File: config.mk
export PLATFORM = sky130hd
export DESIGN_NAME = cmd_src_arbiter
export DESIGN_NICKNAME = d
export VERILOG_FILES = /design/src/rtl/cmdarb_pkg.sv /design/src/rtl/cmdarb_wait_timer.sv /design/src/rtl/cmdarb_idle_gate.sv /design/src/rtl/cmdarb_grant_ctrl.sv /design/src/rtl/cmd_src_arbiter.sv
export SDC_FILE = /design/constraint.sdc
export NUM_CORES = 1
export LEC_CHECK = 0
export CAP_MARGIN = 15
export CORE_MARGIN = 2
export CORE_UTILIZATION = 57
export CTS_CLUSTER_DIAMETER = 120
export DETAILED_ROUTE_END_ITERATION = 6
export PLACE_DENSITY = 0.76
export SLEW_MARGIN = 20
export SYNTH_ARGS = -nofsm -noshare
export SYNTH_HDL_FRONTEND = slang
export SYNTH_SLANG_ARGS = --single-unit
File: constraint.sdc
create_clock -name clk -period 2.95 [get_ports clk]
set_input_delay 0.59 -clock clk [delete_from_list [all_inputs] [get_ports clk]]
set_output_delay 0.59 -clock clk [all_outputs]
set_load 0.005 [all_outputs]
File: src/rtl/cmdarb_pkg.sv
package cmdarb_pkg;

  typedef enum logic [1:0] {
    SRC_RD  = 2'd0,
    SRC_WR  = 2'd1,
    SRC_IP  = 2'd2,
    SRC_SUS = 2'd3
  } src_e;

  localparam int NSRC  = 4;
  localparam int NTMO  = 3;   // sources with a grant timer: read, write, register
  localparam int NFLAG = 3;
  localparam int FLG_BUS_TMO = 0;
  localparam int FLG_IP_TMO  = 1;
  localparam int FLG_IP_DONE = 2;

  // Fixed priority: suspended, read, write, register command.
  function automatic logic [NSRC-1:0] pick_winner(input logic [NSRC-1:0] elig);
    if (elig[SRC_SUS])     return 4'b1000;
    else if (elig[SRC_RD]) return 4'b0001;
    else if (elig[SRC_WR]) return 4'b0010;
    else if (elig[SRC_IP]) return 4'b0100;
    else                   return 4'b0000;
  endfunction

  function automatic logic [1:0] code_of(input logic [NSRC-1:0] onehot);
    case (onehot)
      4'b0010: return SRC_WR;
      4'b0100: return SRC_IP;
      4'b1000: return SRC_SUS;
      default: return SRC_RD;
    endcase
  endfunction

endpackage

File: src/rtl/cmdarb_wait_timer.sv
module cmdarb_wait_timer #(
  parameter int CFG_W     = 8,
  parameter int UNIT_LOG2 = 10
) (
  input  logic             clk,
  input  logic             rst_n,
  input  logic             live,
  input  logic             won,
  input  logic [CFG_W-1:0] cfg,
  output logic             fire
);
  localparam int CNT_W = CFG_W + UNIT_LOG2;

  logic [CNT_W-1:0] cnt;
  logic [CNT_W-1:0] limit;

  assign limit = {cfg, {UNIT_LOG2{1'b0}}};
  // Fires on the limit-th waiting edge unless a grant wins that same edge.
  assign fire  = live && !won && (cfg != '0) && (cnt == limit - CNT_W'(1));

  always_ff @(posedge clk or negedge rst_n) begin
    if (!rst_n)                  cnt <= '0;
    else if (!live || won || fire) cnt <= '0;
    else                         cnt <= cnt + CNT_W'(1);
  end
endmodule

File: src/rtl/cmdarb_idle_gate.sv
module cmdarb_idle_gate #(
  parameter int WAIT_W = 8
) (
  input  logic              clk,
  input  logic              rst_n,
  input  logic              bus_idle,
  input  logic [WAIT_W-1:0] wait_cfg,
  output logic              resume_ok
);
  logic [WAIT_W-1:0] idle_cnt;

  assign resume_ok = bus_idle && (idle_cnt >= wait_cfg);

  always_ff @(posedge clk or negedge rst_n) begin
    if (!rst_n)                 idle_cnt <= '0;
    else if (!bus_idle)         idle_cnt <= '0;
    else if (idle_cnt != '1)    idle_cnt <= idle_cnt + WAIT_W'(1);
  end
endmodule

File: src/rtl/cmdarb_grant_ctrl.sv
module cmdarb_grant_ctrl
  import cmdarb_pkg::*;
(
  input  logic            clk,
  input  logic            rst_n,
  input  logic [NSRC-1:0] elig,
  input  logic            seq_done,
  output logic [NSRC-1:0] win,
  output logic [NSRC-1:0] gnt_q,
  output logic [1:0]      code_q,
  output logic            busy
);
  assign busy = |gnt_q;
  assign win  = busy ? '0 : pick_winner(elig);

  always_ff @(posedge clk or negedge rst_n) begin
    if (!rst_n) begin
      gnt_q  <= '0;
      code_q <= SRC_RD;
    end else if (busy) begin
      if (seq_done) gnt_q <= '0;
    end else if (win != '0) begin
      gnt_q  <= win;
      code_q <= code_of(win);
    end
  end
endmodule

File: src/rtl/cmd_src_arbiter.sv
module cmd_src_arbiter
  import cmdarb_pkg::*;
#(
  parameter int CFG_W     = 8,
  parameter int UNIT_LOG2 = 10,
  parameter int WAIT_W    = 8
) (
  input  logic              clk,
  input  logic              rst_n,
  input  logic              rd_req,
  input  logic              wr_req,
  input  logic              ip_req,
  input  logic              sus_req,
  input  logic              seq_done,
  input  logic              seq_idle,
  input  logic [CFG_W-1:0]  bus_tmo_cfg,
  input  logic [CFG_W-1:0]  ip_tmo_cfg,
  input  logic [WAIT_W-1:0] resume_wait_cfg,
  input  logic [2:0]        flag_clr,
  output logic [3:0]        gnt_vec,
  output logic [3:0]        err_vec,
  output logic [1:0]        src_code,
  output logic              bus_idle,
  output logic [2:0]        flags
);
  logic [NSRC-1:0]  req;
  logic [NSRC-1:0]  elig;
  logic [NSRC-1:0]  win;
  logic [NTMO-1:0]  dropped;
  logic [NTMO-1:0]  live;
  logic [NTMO-1:0]  fire;
  logic [NSRC-1:0]  err_q;
  logic [NFLAG-1:0] flag_q;
  logic [NFLAG-1:0] flag_set;
  logic             busy;
  logic             resume_ok;

  assign req      = {sus_req, ip_req, wr_req, rd_req};
  assign bus_idle = !busy && seq_idle;

  cmdarb_idle_gate #(.WAIT_W(WAIT_W)) idle_gate_i (
    .clk       (clk),
    .rst_n     (rst_n),
    .bus_idle  (bus_idle),
    .wait_cfg  (resume_wait_cfg),
    .resume_ok (resume_ok)
  );

  for (genvar i = 0; i < NTMO; i++) begin : g_tmo
    assign live[i] = req[i] && !dropped[i] && !gnt_vec[i];
    assign elig[i] = req[i] && !dropped[i];

    cmdarb_wait_timer #(.CFG_W(CFG_W), .UNIT_LOG2(UNIT_LOG2)) timer_i (
      .clk   (clk),
      .rst_n (rst_n),
      .live  (live[i]),
      .won   (win[i]),
      .cfg   ((i == int'(SRC_IP)) ? ip_tmo_cfg : bus_tmo_cfg),
      .fire  (fire[i])
    );

    always_ff @(posedge clk or negedge rst_n) begin
      if (!rst_n)       dropped[i] <= 1'b0;
      else if (fire[i]) dropped[i] <= 1'b1;
      else if (!req[i]) dropped[i] <= 1'b0;
    end
  end
  assign elig[SRC_SUS] = sus_req && resume_ok;

  cmdarb_grant_ctrl grant_ctrl_i (
    .clk      (clk),
    .rst_n    (rst_n),
    .elig     (elig),
    .seq_done (seq_done),
    .win      (win),
    .gnt_q    (gnt_vec),
    .code_q   (src_code),
    .busy     (busy)
  );

  assign flag_set[FLG_BUS_TMO] = fire[SRC_RD] || fire[SRC_WR];
  assign flag_set[FLG_IP_TMO]  = fire[SRC_IP];
  assign flag_set[FLG_IP_DONE] = seq_done && gnt_vec[SRC_IP];

  always_ff @(posedge clk or negedge rst_n) begin
    if (!rst_n) begin
      err_q  <= '0;
      flag_q <= '0;
    end else begin
      err_q  <= {1'b0, fire};
      flag_q <= (flag_q & ~flag_clr) | flag_set;
    end
  end

  assign err_vec = err_q;
  assign flags   = flag_q;
endmodule

==> impl_metrics.prom <==
# TYPE chip_impl_metric gauge
chip_impl_info{name="cts_tree",value="done"} 1
chip_impl_metric{name="core.rowCount",unit=""} 33
chip_impl_info{name="outcome",value="finished, final reports clean"} 1
chip_impl_metric{name="clock_slew_at_the_register_clock_pins_of_the_worst_setup_and_hold_paths",unit="ns"} 0.08
chip_impl_metric{name="post_cts_hold_buffer_count",unit=""} 0
chip_impl_metric{name="worst-r2r-cell-count",unit=""} 10
chip_impl_metric{name="max_slew.worst_pin.slew",unit="ns"} 0.6350
chip_impl_metric{name="initial_drc_count",unit=""} 209
chip_impl_metric{name="synth_seq_area_share",unit="%"} 41.23
chip_impl_metric{name="avgSynthCellArea",unit="µm²"} 9.217
chip_impl_metric{name="crit_required",unit="ns"} 2.36
chip_impl_metric{name="drv_slew",unit=""} 0
chip_impl_metric{name="synth.net_count",unit=""} 557
chip_impl_metric{name="cts_resized",unit=""} 0
chip_impl_metric{name="avgViaCountPerCell",unit=""} 5.648
chip_impl_metric{name="power",unit="mW"} 2.534
chip_impl_metric{name="grt_usage",unit="%"} 24.22
chip_impl_metric{name="clk-insertion-delay-late",unit="ns"} 0.35
chip_impl_metric{name="initial_core_util",unit="%"} 57.75
chip_impl_metric{name="numPlacedInstances",unit=""} 675
chip_impl_metric{name="finish.cell_count_without_fillers",unit=""} 690
chip_impl_metric{name="route.antenna.remaining_nets",unit=""} 0
chip_impl_metric{name="global_route.overflow_total",unit=""} 0
chip_impl_info{name="yosys.cell_count.top_type",value="dfrtp_1"} 1
chip_impl_metric{name="number_of_antenna_violations_at_the_first_check_in_global_routing",unit=""} 0
chip_impl_metric{name="cts-buffers-inserted",unit=""} 9
chip_impl_metric{name="route.detailed.wl_per_inst",unit="µm"} 14.77
chip_impl_metric{name="layout_worst_path_cycle_share",unit="%"} 93.54
chip_impl_info{name="worst_hold_path_type",value="in2async"} 1
chip_impl_metric{name="detailroute.via_count",unit=""} 3897
chip_impl_metric{name="core_area",unit="µm²"} 8093
chip_impl_metric{name="grt_pass1_wl",unit="µm"} 17190
chip_impl_metric{name="postLayoutCellArea",unit="µm²"} 5670
chip_impl_metric{name="synthCells",unit=""} 507
chip_impl_metric{name="synth_warnings",unit=""} 0
chip_impl_metric{name="dr.pass1.iters",unit=""} 4
chip_impl_metric{name="arrival",unit="ns"} 2.17
chip_impl_info{name="critical_path.endpoint_type",value="output port"} 1
chip_impl_metric{name="maxClockFrequency",unit="MHz"} 362.4
chip_impl_metric{name="placedInstanceArea",unit="µm²"} 5495
chip_impl_metric{name="place.detailed.hpwl",unit="µm"} 7517
chip_impl_metric{name="critPathMaxFanout",unit=""} 11
chip_impl_metric{name="die_w",unit="µm"} 94.55
chip_impl_metric{name="synth.distinct_cells",unit=""} 58
chip_impl_metric{name="total_leakage_power",unit="nW"} 2.478
chip_impl_metric{name="max-clock-path-buffers",unit=""} 2
chip_impl_metric{name="setup_viol",unit=""} 0
chip_impl_metric{name="post-place-ws",unit="ns"} -0.1410
chip_impl_metric{name="drc",unit=""} 0
chip_impl_metric{name="synth_async_sr_flop_share",unit="%"} 100.0
chip_impl_metric{name="h-tree-depth",unit=""} 3
chip_impl_metric{name="worst_setup_margin",unit="ns"} 0.1906
chip_impl_metric{name="timing_hold_violations_final",unit=""} 0
chip_impl_metric{name="die_h",unit="µm"} 94.55
chip_impl_metric{name="final_period_minus_worst_setup_slack",unit="ns"} 2.759
chip_impl_metric{name="finalClockSkew",unit="ns"} 0.008270
chip_impl_metric{name="synth_area",unit="µm²"} 4673
chip_impl_metric{name="gp_congestion",unit=""} 0.8580
chip_impl_metric{name="clock_sink_count",unit=""} 77
chip_impl_info{name="dominantRegCellSynth",value="dfrtp_1"} 1
chip_impl_info{name="post-synth-top-area-cell",value="dfrtp_1"} 1
chip_impl_info{name="worst_setup_path_start_kind",value="flip-flop"} 1
chip_impl_metric{name="first_global_vias",unit=""} 3885
chip_impl_info{name="synth_common_cells",value="77 x dfrtp_1, 65 x nor2_1, 38 x xor2_1"} 1
chip_impl_metric{name="nets",unit=""} 631
chip_impl_metric{name="cts_setup_buffers",unit=""} 0
chip_impl_info{name="clock_tree.root_cell",value="clkbuf_8"} 1
chip_impl_metric{name="layout-drive-gt1-share",unit="%"} 12.82
chip_impl_metric{name="detail_route.wirelength",unit="µm"} 10190
chip_impl_metric{name="diodes",unit=""} 0
chip_impl_metric{name="max-slew-margin-rel",unit="%"} 57.66
chip_impl_metric{name="synth_enable_flop_cells",unit=""} 0
chip_impl_metric{name="max-cap-violations",unit=""} 0
chip_impl_metric{name="flop_and_latch_count_out_of_synthesis",unit=""} 77
chip_impl_metric{name="final_core_utilization",unit="%"} 70.07
chip_impl_metric{name="top_level_ports",unit=""} 49
chip_impl_metric{name="pin_count_of_the_biggest_net_entering_global_routing",unit=""} 48
chip_impl_metric{name="area_share_of_the_leading_cell_type_in_the_synthesized_netlist",unit="%"} 41.23
chip_impl_metric{name="io_buffer_count",unit=""} 47
chip_impl_metric{name="power_density",unit="nW/µm²"} 446.9
chip_impl_info{name="rsz0062_at_grt",value="false"} 1
chip_impl_metric{name="fp.dieArea",unit="µm²"} 8939
chip_impl_metric{name="areaGrowthSynthToFinish",unit="%"} 21.34
chip_impl_info{name="post_synth_main_area_contributors",value="dfrtp_1 41%, xor2_1 7.1%, xnor2_1 6.7%, nor2_1 5.2%, ha_1 4.0%"} 1
chip_impl_metric{name="irDropWorstVdd",unit="mV"} 0.4279
chip_impl_info{name="crit_type",value="reg2out"} 1
sequential cells by signal, summed over array words and instances (netlist names):
signal,count
g_tmo.timer_i.cnt,54
grant_ctrl_i.code_q,2
err_vec,3
flags,3
idle_gate_i.idle_cnt,8
grant_ctrl_i.gnt_q,4
dropped,3
per-stage QoR:
stage	hold slack [ns]	TNS (ns)
3_3_place_gp	0.4518	-0.9478
5_1_grt	0.3090	0
4_1_cts	0.2811	0
6_report	0.2618	0
3_5_place_dp	0.4627	-3.194
2_1_floorplan	0.2944	0
worst max-delay path, stage by stage, from the launching register on:
cell	delay [ns]
dfrtp_1	0.47
nor4_2	0.31
buf_4	0.22
nand2_1	0.22
inv_1	0.11
clkdlybuf4s50_1	0.50
final timing paths:
check | endpoint | slack, ns | startpoint
max | bus_idle | 0.19 | grant_ctrl_i.gnt_q[0]$_DFFE_PN0P_
min | g_tmo[1].timer_i.cnt[9]$_DFF_PN0_ | 0.26 | rst_n
max reg2reg | g_tmo[0].timer_i.cnt[2]$_DFF_PN0_ | 0.42 | idle_gate_i.idle_cnt[0]$_DFFE_PN0P_
min reg2reg | dropped[2]$_DFFE_PN0P_ | 0.48 | dropped[2]$_DFFE_PN0P_
max in group asynchronous | g_tmo[0].timer_i.cnt[16]$_DFF_PN0_ | 2.09 | rst_n
min in group clk | dropped[2]$_DFFE_PN0P_ | 0.48 | dropped[2]$_DFFE_PN0P_
routing by layer:
| layer | up-vias | GRT usage, % | wire length [µm] |
|---|---|---|---|
| met4 | 0 | 7.971 | 171 |
| met1 | 1899 | 31.03 | 4731 |
| met2 | 68 | 42.32 | 4930 |
| li1 | 1916 | - | - |
| met3 | 14 | 3.512 | 361 |
| met5 | - | 0 | 0 |
cells by family after synthesis:
kind of cell	after synthesis	share of synthesized area, %
AOI/OAI and AO/OA	59	9.237
xor gates and xnor gates	74	13.87
adders and majority gates	15	4.016
buffers and inverters	45	4.016
DFF	77	41.23
muxes	5	1.124
other	1	0.08024
and+or+nand+nor	231	26.43
final cells by class:
class	count	area, µm²
Multi-Input combinational cell	385	2559
Fill cell	645	2422
Sequential cell	77	1927
Timing Repair Buffer	82	780.7
Clock buffer	10	137.6
Tap cell	105	131.4
Inverter	26	97.59
Clock inverter	5	37.54
power by group:
group          switching [mW]  total (mW)  internal [mW]  leakage (nW)
Clock                   0.386       0.711          0.325        0.0843
Combinational           0.319       0.634          0.314          1.33
Sequential             0.0739        1.19           1.12          1.07
layout by cell type, fill, tap and decap left out, types with 3 or more instances in the layout:
master	instances
a211oi_1	4
a21o_1	3
a21oi_1	10
a31oi_1	3
and2_1	7
and3_1	18
and4_1	4
buf_12	4
buf_4	32
clkbuf_8	10
clkdlybuf4s50_1	46
dfrtp_1	77
ha_1	15
inv_1	26
mux2i_1	3
nand2_1	31
nand2b_1	6
nand3_1	33
nand4_1	12
nor2_1	65
nor2b_1	3
nor3_1	20
nor3_2	10
nor4_1	3
o21ai_0	13
o31ai_1	4
xnor2_1	36
xor2_1	38
No activity file was read; power rests on OpenSTA's default activity.
